$ cat src/rtl/synth_tx_pkg.sv
package synth_tx_pkg;
  localparam int PRE_STATES   = 12;
  localparam int START_STATES = 5;
  localparam int BIT_PHASES   = 4;
  localparam int STOP_STATES  = 3;

  typedef enum logic [1:0] {ST_IDLE, ST_SEND, ST_SETTLE} tx_state_e;

  typedef struct packed {
    logic sclk;
    logic sdat;
  } pins_t;

  localparam pins_t PINS_IDLE = '{sclk: 1'b1, sdat: 1'b1};
endpackage

$ cat src/rtl/synth_tx_step_timer.sv
module synth_tx_step_timer #(
  parameter int W = 8
) (
  input  logic         clk_i,
  input  logic         rst_ni,
  input  logic         en_i,
  input  logic [W-1:0] len_i,
  output logic         tick_o
);
  logic [W-1:0] cnt_q;

  assign tick_o = en_i && (cnt_q == len_i - W'(1));

  always_ff @(posedge clk_i or negedge rst_ni) begin
    if (!rst_ni)      cnt_q <= '0;
    else if (!en_i)   cnt_q <= '0;
    else if (tick_o)  cnt_q <= '0;
    else              cnt_q <= cnt_q + W'(1);
  end
endmodule

$ cat src/rtl/synth_tx_settle.sv
module synth_tx_settle #(
  parameter int CYC = 16
) (
  input  logic clk_i,
  input  logic rst_ni,
  input  logic en_i,
  output logic done_o
);
  localparam int CW = $clog2(CYC + 1);
  logic [CW-1:0] cnt_q;

  assign done_o = en_i && (cnt_q == CW'(CYC - 1));

  always_ff @(posedge clk_i or negedge rst_ni) begin
    if (!rst_ni)     cnt_q <= '0;
    else if (!en_i)  cnt_q <= '0;
    else if (done_o) cnt_q <= '0;
    else             cnt_q <= cnt_q + CW'(1);
  end
endmodule

$ cat src/rtl/synth_tx_pattern.sv
module synth_tx_pattern
  import synth_tx_pkg::*;
#(
  parameter int WORD_W = 24,
  parameter int IDX_W  = 7
) (
  input  logic [IDX_W-1:0]  idx_i,
  input  logic [WORD_W-1:0] word_i,
  output pins_t             pins_o
);
  localparam int BIT_BASE  = PRE_STATES + START_STATES;
  localparam int STOP_BASE = BIT_BASE + BIT_PHASES * WORD_W;

  always_comb begin
    int ii, j, ph;
    logic b;
    ii = int'({1'b0, idx_i});
    j  = 0;
    ph = 0;
    b  = 1'b0;
    pins_o = PINS_IDLE;
    if (ii < PRE_STATES) begin
      pins_o.sclk = idx_i[0];
      pins_o.sdat = 1'b1;
    end else if (ii < BIT_BASE) begin
      j = ii - PRE_STATES;
      pins_o.sclk = (j == 2) || (j == 4);
      pins_o.sdat = (j == 0);
    end else if (ii < STOP_BASE) begin
      j  = ii - BIT_BASE;
      ph = j % BIT_PHASES;
      for (int i = 0; i < WORD_W; i++)
        if (j / BIT_PHASES == i) b = word_i[i];
      // complement in phases 0/1, true value in 2/3
      pins_o.sclk = (ph == 0) || (ph == 3);
      pins_o.sdat = (ph >= 2) ? b : ~b;
    end else begin
      j = ii - STOP_BASE;
      pins_o.sclk = (j != 1);
      pins_o.sdat = 1'b1;
    end
  end
endmodule

$ cat src/rtl/synth_word_tx.sv
module synth_word_tx
  import synth_tx_pkg::*;
#(
  parameter int WORD_W     = 24,
  parameter int STEP_W     = 8,
  parameter int SETTLE_CYC = 2500000
) (
  input  logic              clk_i,
  input  logic              rst_ni,
  input  logic              start_i,
  input  logic [WORD_W-1:0] word_i,
  input  logic [STEP_W-1:0] step_len_i,
  output logic              busy_o,
  output logic              done_o,
  output logic              sclk_o,
  output logic              sdat_o
);
  localparam int N_STATES = PRE_STATES + START_STATES + BIT_PHASES * WORD_W + STOP_STATES;
  localparam int IDX_W    = $clog2(N_STATES);
  localparam logic [IDX_W-1:0] LAST_IDX = IDX_W'(N_STATES - 1);

  tx_state_e         state_q;
  logic [IDX_W-1:0]  idx_q;
  logic [WORD_W-1:0] word_q;
  logic [STEP_W-1:0] len_q;
  logic              done_q;
  logic              tick, settle_done;
  pins_t             frame_pins, pins;

  synth_tx_step_timer #(.W(STEP_W)) u_step (
    .clk_i, .rst_ni,
    .en_i  (state_q == ST_SEND),
    .len_i (len_q),
    .tick_o(tick)
  );

  synth_tx_settle #(.CYC(SETTLE_CYC)) u_settle (
    .clk_i, .rst_ni,
    .en_i  (state_q == ST_SETTLE),
    .done_o(settle_done)
  );

  synth_tx_pattern #(.WORD_W(WORD_W), .IDX_W(IDX_W)) u_pat (
    .idx_i (idx_q),
    .word_i(word_q),
    .pins_o(frame_pins)
  );

  always_ff @(posedge clk_i or negedge rst_ni) begin
    if (!rst_ni) begin
      state_q <= ST_IDLE;
      idx_q   <= '0;
      word_q  <= '0;
      len_q   <= STEP_W'(1);
      done_q  <= 1'b0;
    end else begin
      done_q <= 1'b0;
      unique case (state_q)
        ST_IDLE: if (start_i) begin
          state_q <= ST_SEND;
          idx_q   <= '0;
          word_q  <= word_i;
          len_q   <= (step_len_i == '0) ? STEP_W'(1) : step_len_i;
        end
        ST_SEND: if (tick) begin
          if (idx_q == LAST_IDX) state_q <= ST_SETTLE;
          else                   idx_q   <= idx_q + IDX_W'(1);
        end
        ST_SETTLE: if (settle_done) begin
          state_q <= ST_IDLE;
          done_q  <= 1'b1;
        end
        default: state_q <= ST_IDLE;
      endcase
    end
  end

  assign pins   = (state_q == ST_SEND) ? frame_pins : PINS_IDLE;
  assign sclk_o = pins.sclk;
  assign sdat_o = pins.sdat;
  assign busy_o = (state_q != ST_IDLE);
  assign done_o = done_q;
endmodule

$ cat config.mk
export PLATFORM = sky130hd
export DESIGN_NAME = synth_word_tx
export DESIGN_NICKNAME = d
export VERILOG_FILES = /design/src/rtl/synth_tx_pkg.sv /design/src/rtl/synth_tx_step_timer.sv /design/src/rtl/synth_tx_settle.sv /design/src/rtl/synth_tx_pattern.sv /design/src/rtl/synth_word_tx.sv
export SDC_FILE = /design/constraint.sdc
export NUM_CORES = 1
export LEC_CHECK = 0
export BUFFER_PORTS_ARGS = -buffer_cell sky130_fd_sc_hd__clkbuf_2
export CORE_UTILIZATION = 55
export CTS_CLUSTER_SIZE = 12
export DETAILED_ROUTE_END_ITERATION = 16
export PLACE_DENSITY = 0.75
export SKIP_CTS_REPAIR_TIMING = 1
export SLEW_MARGIN = 0
export SYNTH_ARGS = -nofsm -noshare
export SYNTH_HDL_FRONTEND = slang
export SYNTH_SLANG_ARGS = --single-unit
$ cat constraint.sdc
create_clock -name clk_i -period 10.35 [get_ports clk_i]
set_input_delay 2.07 -clock clk_i [delete_from_list [all_inputs] [get_ports clk_i]]
set_output_delay 2.07 -clock clk_i [all_outputs]
set_load 0.1 [all_outputs]
Word-level counts from Yosys, hierarchy flattened
Index checks and enable logic that the tools add are counted.
Cells by class
  $add $sub $neg: 8
  order comparisons: 4
  eq/ne operators: 37
  multiplexer cells: 48
  bitwise logic cells: 2
  reductions and logical operators: 15
Operators with widths (count)
  == test 32 x 5 -> 1 bit, second input constant: 8
  == test 32 x 6 -> 1 bit, second input constant: 8
  == test 32 x 4 -> 1 bit, second input constant: 5
  == test 32 x 3 -> 1 bit, second input constant: 3
  logical NOT 32 bit: 3
  two-way mux 22 bit: 2
  adder 32 x 1 -> 32 bit: 1
  == test 32 x 2 -> 1 bit, second input constant: 1
  != test 32 x 2 -> 1 bit, second input constant: 1
  two-way mux 1 bit: 30
  two-way mux 8 bit: 3
  adder 22 x 1 -> 22 bit, second input constant: 1
  == test 22 bit, second input constant: 1
  two-way mux 7 bit: 3
  two-way mux 2 bit: 8
  case mux 7 bit (2 select lines): 1
  != test 2 bit, second input constant: 5
  adder 8 x 1 -> 8 bit, second input constant: 1
  == test 8 bit: 1
  logical NOT 8 bit: 1
  AND reduction 4 bit: 2
  subtractor 7 x 4 -> 8 bit, second input constant: 1
  subtractor 7 x 5 -> 8 bit, second input constant: 1
  subtractor 7 x 7 -> 8 bit, second input constant: 1
  19 further kinds: 22
Word-level totals
  register bits after elaboration: 72
  logic and storage cells: 121

Depth between registers and ports, before layout
Gate-level depths: netlist (run 1).
  word-level depth: 38
  depth in mapped cells: 18
  mapped depth without buffers: 17

Cells and area by module
Synthesis (run 1) repeated with hierarchy kept, for this count alone.
Unflattened totals
  cells, all modules: 537
  area total of the unflattened synthesis: 4802.1 sq um
Modules (own cells, without submodules)
  synth_word_tx: instances 1, cells each 191, area each 1779.2 sq um, seq. area each 1052.3 sq um
  synth_tx_settle: instances 1, cells each 120, area each 1176.1 sq um, seq. area each 550.5 sq um
  synth_tx_pattern: instances 1, cells each 145, area each 1164.9 sq um, seq. area each 0.0 sq um
  synth_tx_step_timer: instances 1, cells each 81, area each 681.9 sq um, seq. area each 200.2 sq um

Least setup slack after synthesis (run 1)
OpenSTA, ideal clock, no wires.
  kind: register to output
  from: register idx_q[0]
  to: output sdat_o
  data arrival time: 4406 ps
  data required time: 8280 ps
  setup slack: 3874 ps
  cell stages (with the launch flop): 18
  buffers on the path: 1
  path through: dfrtp_1 inv_1 ha_1 xor2_1 nand3_2 clkinv_2 ha_1 clkbuf_1 nand3_1 ha_1 nor4bb_1 and3_1 o2111ai_2 or4_1 a2bb2oi_1 o21ai_1 mux2i_1 and2_1
Between the ends
  word-level cells in the longest chain between the ends: 38
RTL lines
  from (decl): RTL line synth_word_tx.sv:23  | logic [IDX_W-1:0] idx_q;
  from (signal assigned): RTL line synth_word_tx.sv:67  | else idx_q <= idx_q + IDX_W'(1);
  subtractor 7 x 5 -> 8 bit: RTL line synth_tx_pattern.sv:30  | j = ii - BIT_BASE;
  OR reduction 2 bit (no line)
  bitwise AND 1 bit (no line)
  adder 32 x 1 -> 32 bit (no line)
  logical NOT 32 bit: RTL line synth_tx_pattern.sv:33  | if (j / BIT_PHASES == i) b = word_i[i];
  two-way mux 1 bit (24 in series): RTL line synth_tx_pattern.sv:33
  two-way mux 1 bit: RTL line synth_tx_pattern.sv:29  | end else if (ii < STOP_BASE) begin
  two-way mux 1 bit: RTL line synth_tx_pattern.sv:25  | end else if (ii < BIT_BASE) begin
  two-way mux 1 bit: RTL line synth_tx_pattern.sv:22  | if (ii < PRE_STATES) begin
  NOT 1 bit: RTL line synth_tx_pattern.sv:36  | pins_o.sdat = (ph >= 2) ? b : ~b;
  two-way mux 1 bit: RTL line synth_tx_pattern.sv:36
  two-way mux 2 bit: RTL line synth_tx_pattern.sv:29
  two-way mux 2 bit: RTL line synth_tx_pattern.sv:25
  two-way mux 2 bit *: RTL line synth_tx_pattern.sv:22
  two-way mux 2 bit *: RTL line synth_word_tx.sv:78  | assign pins = (state_q == ST_SEND) ? frame_pins : PINS_IDLE;
  to (decl): RTL line synth_word_tx.sv:16  | output logic sdat_o
Every way passes the cells marked *; elsewhere a longest branch is shown, timed or not. The select of a mux whose other input is x is not followed.

Worst setup path after layout (run 1)
Same ends and word-level chain as after synthesis.

==> out/metrics.yaml, run 1 <==
critical_path.endpoint_type: "output pin"
n_fill_cell: 648
final_hold_viol_count: 0
setup.worst_path.class: "flip-flop to output pin"
residual_overflow_from_global_routing: 0
critical-path-slowest-cell: "sky130_fd_sc_hd__dfrtp_1"
worstRegToRegCells: 10
rows: 32
synth_top_family_by_area: "simple AND/OR/NAND/NOR gates"
root_buffer: "sky130_fd_sc_hd__clkbuf_8"
wl_per_cell_microns: 15.0
timing.slew.headroom: 0.353
synth_area_in_compound_gates: 0.114
leakagePower_nw: 2.07
total_clock_buffers_created_by_cts: 9
mostFrequentLayoutCells: "71 x sky130_fd_sc_hd__dfrtp_1, 55 x sky130_fd_sc_hd__nor2_1, 37 x sky130_fd_sc_hd__clkbuf_2"
post-route-drc-count: 0
critical_path.startpoint_type: "flip-flop"
totalPowerFinal_mw: 1.09
worst_ir_drop_vdd_mv: 0.161
drv_cap: 0
ys_async_sr_fraction: 1.00
synth_simple_gate_area_share: 0.210
synth_xor_area_frac: 0.0884
most_used_dff_post_synth: "sky130_fd_sc_hd__dfrtp_1"
fin_ws_ns: 3.22
ant_nets: 0
initial_utilization: 0.565
worstReg2RegEnd: "idx_q[6]"
ys_ff_latch: 72
synth-adder-area-share: 0.0461
floorplan.core_area_sq_um: 7690
outcome: "finished, final reports clean"
cp.arrival_ns: 5.06
chipHeight_microns: 90.9
final.setup_skew_ns: 0.0125
track_usage: 0.230
drtIter0Drc: 184
yosys_warnings: 0
grt_setup_unrepaired: "false"
drt-pass1-iter-count: 4
syn2layout_area_growth_pct: 10.7
post_synth_instance_area_sq_um: 4340
clock-sinks: 72
hpwl_mm: 6.37
routed_via_density: 5.89
grt_pass1_vias: 3349
grt_max_degree: 73
slew_violations: 0
post_synth_num_cell_types: 66
worst_slew_pin_slew_ns: 0.968
critPathMaxFanout: 11
cts-root-to-sink-buffers: 2
cp.required_ns: 8.28
worst_hold_path.endpoint: "word_q[7]"
power_density_nw_per_um2: 227
antenna_diode_count: 0
tritoncts: "built"
die-width_microns: 90.9
cell_area_placed_sq_um: 4590
timing.final.setup_violations: 0
postSynthNetCount: 496
final_common_cell: "sky130_fd_sc_hd__dfrtp_1"
min-delay-path-class: "flip-flop to flip-flop"
cts_max_level: 3
worst_hold_stages: 1
ioPinCount: 39
synth-edff-count: 0
timing.hold.worst.start: "word_q[7]"
r2r_slack_ns: 7.29
post_synth.cell_area_avg_sq_um: 9.76
place.port_buffers: 38
syn_inst: 445
max_freq_mhz: 140
routed-via-count: 3437
finalInstanceArea_sq_um: 4810
place.gp.congestion: 0.871
period_utilization_post_route: 0.689
r2r-start: "len_q[0]"
timing.critical_path.cells: "inv_1 > ha_1 > xor2_1 > nand3_2 > clkinv_2 > ha_1 > nand3_1 > ha_1 > nor4bb_1 > and3_1 > nor4b_1 > o21ai_0 > o32ai_1 > a2bb2oi_1 > o21ai_1 > mux2i_1 > and2_1 > clkbuf_2"
pre_cts_slack_ns: 3.66
critical-path-max-stage-delay_ns: 0.58
fp.dieArea_sq_um: 8260
global_route_wire_length_before_repair_mm: 15.4
antenna_found_initial: 0
cts.clk_slew.worst_paths_ns: 0.08
final_period_minus_worst_setup_slack_ns: 7.13
synth_mux_area_frac: 0.0925
ys_seq_area_frac: 0.415
timing.setup.tns_ns: 0
most_frequent_cell_on_the_critical_path: "sky130_fd_sc_hd__ha_1"
layout-drive-gt1-share: 0.210
drt-total-wl_mm: 8.75
final_nets: 528
clock_latency_ns: 0.34
-- flip-flops by register name, indices dropped and copies added, names as in the netlist --
register	count
word_q	24
u_settle.cnt_q	22
len_q	8
u_step.cnt_q	8
idx_q	7
state_q	2
done_o	1
-- synthesized netlist by cell type (2+ instances only) --
master                     number  area share
sky130_fd_sc_hd__a22oi_1        2      0.0035
sky130_fd_sc_hd__a31oi_1        2      0.0029
sky130_fd_sc_hd__a311o_1        2      0.0046
sky130_fd_sc_hd__o211a_1        2      0.0046
sky130_fd_sc_hd__or3_1          5      0.0072
sky130_fd_sc_hd__nor4b_1        4      0.0081
sky130_fd_sc_hd__and3_1         9       0.013
sky130_fd_sc_hd__nand2_1       24       0.021
sky130_fd_sc_hd__nor2_1        56       0.048
sky130_fd_sc_hd__nand4_1        6      0.0086
sky130_fd_sc_hd__buf_6          2      0.0052
sky130_fd_sc_hd__dfrtp_1       71        0.41
sky130_fd_sc_hd__o31ai_1        4      0.0069
sky130_fd_sc_hd__mux2i_1        3      0.0069
sky130_fd_sc_hd__a21oi_1       12       0.014
sky130_fd_sc_hd__nor4bb_1       3      0.0069
sky130_fd_sc_hd__nand3_1       31       0.036
sky130_fd_sc_hd__nor3_1        14       0.016
sky130_fd_sc_hd__buf_2          4      0.0046
sky130_fd_sc_hd__nor4_1         5      0.0072
sky130_fd_sc_hd__o21ai_0       20       0.023
sky130_fd_sc_hd__clkbuf_1      11      0.0095
sky130_fd_sc_hd__or4_1          2      0.0035
sky130_fd_sc_hd__and2_1         3      0.0043
sky130_fd_sc_hd__o32ai_1        3      0.0061
sky130_fd_sc_hd__mux2_2        31       0.080
sky130_fd_sc_hd__inv_1         14       0.012
sky130_fd_sc_hd__ha_1          16       0.046
sky130_fd_sc_hd__a211oi_1       2      0.0035
sky130_fd_sc_hd__nand2b_1       6      0.0086
sky130_fd_sc_hd__xnor2_1       15       0.030
sky130_fd_sc_hd__xor2_1        27       0.054
-- metrics by stage --
step	cells	hold WS (ns)	util
2_1_floorplan	445	0.471	-
4_1_cts	584	0.516	0.625
5_1_grt	584	0.537	0.625
3_5_place_dp	568	0.493	0.597
6_report	584	0.518	0.625
3_3_place_gp	568	0.486	0.597
-- per-layer routing --
| metal | up-vias | share of wire | GRT usage |
|---|---|---|---|
| met4 | 0 | 0.010 | 0.0675 |
| met1 | 1659 | 0.46 | 0.309 |
| met2 | 106 | 0.47 | 0.364 |
| li1 | 1658 | - | - |
| met3 | 14 | 0.058 | 0.0640 |
| met5 | - | 0 | 0 |
-- power by group --
part	switching (mW)	leakage [nW]	total, mW	internal (mW)
Sequential	0.0565	0.930	0.373	0.317
Clock	0.106	0.111	0.243	0.137
Combinational	0.286	1.03	0.476	0.189
Total	0.449	2.07	1.09	0.643
-- worst max-delay path: cells and delay by family, from the launching register on --
family | cells | cell delay [ns]
AO/OA/AOI/OAI | 4 | 0.62
XOR/XNOR | 1 | 0.33
adder cells (fa/ha/maj) | 3 | 0.89
buffers and inverters | 3 | 0.79
flip-flops | 1 | 0.58
multiplexers | 1 | 0.20
AND/OR/NAND/NOR | 6 | 1.29
-- cell type report --
type,instances,area [sq um],share of cell area
clock inverters,6,91.3,0.0190
multi-input cells,340,2400,0.500
repair buffers,39,198,0.0411
well taps,102,128,0.0265
clock buffers,10,128,0.0265
flip-flops and latches,72,1800,0.375
inverters,15,57.6,0.0120
-- cell families (layout without fill, tap and decap cells) --
| logic type | Yosys count | in the layout |
|---|---|---|
| compound gates | 67 | 67 |
| buf+inv | 33 | 70 |
| fa+ha+maj | 16 | 16 |
| flops | 72 | 72 |
| xor+xnor | 43 | 43 |
| simple gates | 179 | 179 |
| mux | 35 | 35 |
-- worst max-delay path by stage --
stage	cells past startpoint	start	end	slack, ns
CTS	18	idx_q[0]	sdat_o	3.27
floorplan	17	idx_q[0]	sdat_o	3.87
finish	18	idx_q[0]	sdat_o	3.22
global route	18	idx_q[0]	sdat_o	2.74
global placement	18	idx_q[0]	sdat_o	3.87
detailed placement	18	idx_q[0]	sdat_o	3.66
Note: power is estimated with default switching activity, not from simulation.
==> run 2: changes to the inputs <==
==> constraint.sdc (replaced) <==
create_clock -name clk_i -period 7 [get_ports clk_i]
set_input_delay 1.4 -clock clk_i [delete_from_list [all_inputs] [get_ports clk_i]]
set_output_delay 1.4 -clock clk_i [all_outputs]
set_load 0.1 [all_outputs]
==> run 2 against run 1 <==
- register-to-register slack got worse by 3.4 ns
- first-iteration DRC count up 15%
- worst setup slack lost 2.6 ns
- power up 47%
- final cell count is the same
- clock skew is 0.00098 ns higher
- critical path depth stayed put
- combinational power grew 49%
- sequential cell count unchanged
- critical path type unchanged
- largest power group unchanged
==> out/metrics.yaml, run 2 (synthesized netlist as in run 1, its figures left out) <==
cell_area_placed_sq_um: 4590
r2r-start: "len_q[0]"
global_route_wire_length_before_repair_mm: 16.0
p_switching_mw: 0.670
r2r_slack_ns: 3.90
cts.clk_slew.worst_paths_ns: 0.08
syn2layout_area_growth_pct: 10.5
routed_via_density: 5.94
timing.slew.headroom: 0.347
final_period_minus_worst_setup_slack_ns: 6.39
antenna_diode_count: 0
timing.final.setup_violations: 0
drt-total-wl_mm: 9.14
worst_slew_pin_slew_ns: 0.977
outcome: "finished, final reports clean"
root_buffer: "sky130_fd_sc_hd__clkbuf_8"
p_int_mw: 0.933
residual_overflow_from_global_routing: 0
slew_violations: 0
max_freq_mhz: 156
n_fill_cell: 638
area_of_the_multi_input_gates_sq_um: 2400
power_share_of_the_combinational_group: 0.441
drtIter0Drc: 211
timing.hold.worst.start: "word_q[4]"
worst_ir_drop_vdd_mv: 0.207
timing.critical_path.cells: "inv_1 > ha_1 > xor2_1 > nand3_2 > clkinv_2 > ha_1 > nand3_1 > ha_1 > nor4bb_1 > and3_1 > nor4b_1 > o21ai_0 > o32ai_1 > a2bb2oi_1 > o21ai_1 > mux2i_1 > and2_1 > clkbuf_4"
share_clk_of_total_power: 0.214
most_frequent_cell_on_the_critical_path: "sky130_fd_sc_hd__ha_1"
place.port_buffers: 38
drv_cap: 0
worst_path_dominant_cell_family: "simple AND/OR/NAND/NOR gates"
critical_path.endpoint_type: "output pin"
post-route-drc-count: 0
track_usage: 0.241
cp.required_ns: 5.60
ant_nets: 0
net_sw_frac: 0.418
chipHeight_microns: 90.9
critical_path.startpoint_type: "flip-flop"
max_flop_register: "word_q"
clock_latency_ns: 0.35
floorplan.core_area_sq_um: 7690
cts_max_level: 3
initial_utilization: 0.565
routed-via-count: 3469
wl_per_cell_microns: 15.7
final.setup_skew_ns: 0.0135
registers_with_the_highest_flip_flop_counts: "word_q: 24 flops, u_settle.cnt_q: 22 flops"
clock-sinks: 72
setup.worst_path.class: "flip-flop to output pin"
period_utilization_post_route: 0.913
timing.critical_path.buf_inv: 3
power_density_nw_per_um2: 334
grt_setup_unrepaired: "false"
timing.critical_path.from: "idx_q[0]"
final_nets: 528
final_hold_viol_count: 0
total_clock_buffers_created_by_cts: 9
grt_pass1_vias: 3371
ioPinCount: 39
final_common_cell: "sky130_fd_sc_hd__dfrtp_1"
finalInstanceArea_sq_um: 4800
drt-pass1-iter-count: 4
layout-drive-gt1-share: 0.210
hpwl_mm: 6.35
tritoncts: "built"
timing.setup.tns_ns: 0
antenna_found_initial: 0
register_area_sq_um: 1800
place.gp.congestion: 0.871
cts-root-to-sink-buffers: 2
critPathMaxFanout: 11
critical-path-max-stage-delay_ns: 0.58
cp.arrival_ns: 4.99
seqPwrFrac: 0.345
mostFrequentLayoutCells: "71 x sky130_fd_sc_hd__dfrtp_1, 55 x sky130_fd_sc_hd__nor2_1, 36 x sky130_fd_sc_hd__clkbuf_2"
critical-path-slowest-cell: "sky130_fd_sc_hd__dfrtp_1"
fp.dieArea_sq_um: 8260
largest_reg_flops: 24
grt_max_degree: 73
die-width_microns: 90.9
rows: 32
leakagePower_nw: 2.06
min-delay-path-class: "flip-flop to flip-flop"
-- run 2: cell count changes in the layout (fill, tap and decap cells not counted), sizes merged --
| cell | change |
|---|---|
| clkinvlp | +1 |
| clkinv | -2 |
| clkbuf | +2 |
| bufinv | -1 |
-- run 2: through the flow --
stage	total power [mW]	instances	worst slack (ns)	utilization	hold WS, ns
2_1_floorplan	1.11	445	1.19	-	0.471
3_3_place_gp	1.23	568	1.19	0.597	0.486
3_5_place_dp	1.25	568	0.949	0.597	0.501
4_1_cts	1.60	584	0.526	0.624	0.519
5_1_grt	1.71	584	0.0339	0.624	0.531
6_report	1.60	584	0.607	0.624	0.516
-- run 2: path summary, 6_finish.rpt --
kind | endpoint | cells after the start
max in group asynchronous | word_q[7] | 2
min | word_q[4] | 1
max reg2reg | idx_q[6] | 10
min in group asynchronous | u_step.cnt_q[7] | 2
max | sdat_o | 18
min reg2reg | word_q[4] | 1
-- run 2: worst reg2reg max path: cells and delay by family (launching register included) --
kind            cells  cell delay [ns]
compound gates      4             1.14
xor+xnor            1             0.19
fa+ha+maj           1             0.28
buf+inv             1             0.07
flops               1             0.59
simple gates        3             0.72
-- run 2: power groups by stage --
stage,combinational (mW),sequential [mW],clock [mW]
after floorplan,0.578,0.527,0
after global placement,0.673,0.555,0
after detailed placement,0.686,0.560,0
after CTS,0.696,0.552,0.351
after global routing,0.781,0.563,0.369
final,0.708,0.553,0.343
-- run 2: per-layer routing --
metal,global-route usage,part of all wire
met5,0,0
met1,0.335,0.46
met2,0.360,0.47
met3,0.0564,0.057
met4,0.106,0.017
-- run 2: area by class of cell --
| type | instances | area share |
|---|---|---|
| Multi-Input combinational cell | 340 | 0.501 |
| Sequential cell | 72 | 0.376 |
| Timing Repair Buffer | 39 | 0.0417 |
| Clock buffer | 12 | 0.0323 |
| Tap cell | 102 | 0.0266 |
| Inverter | 15 | 0.0120 |
| Clock inverter | 4 | 0.0107 |
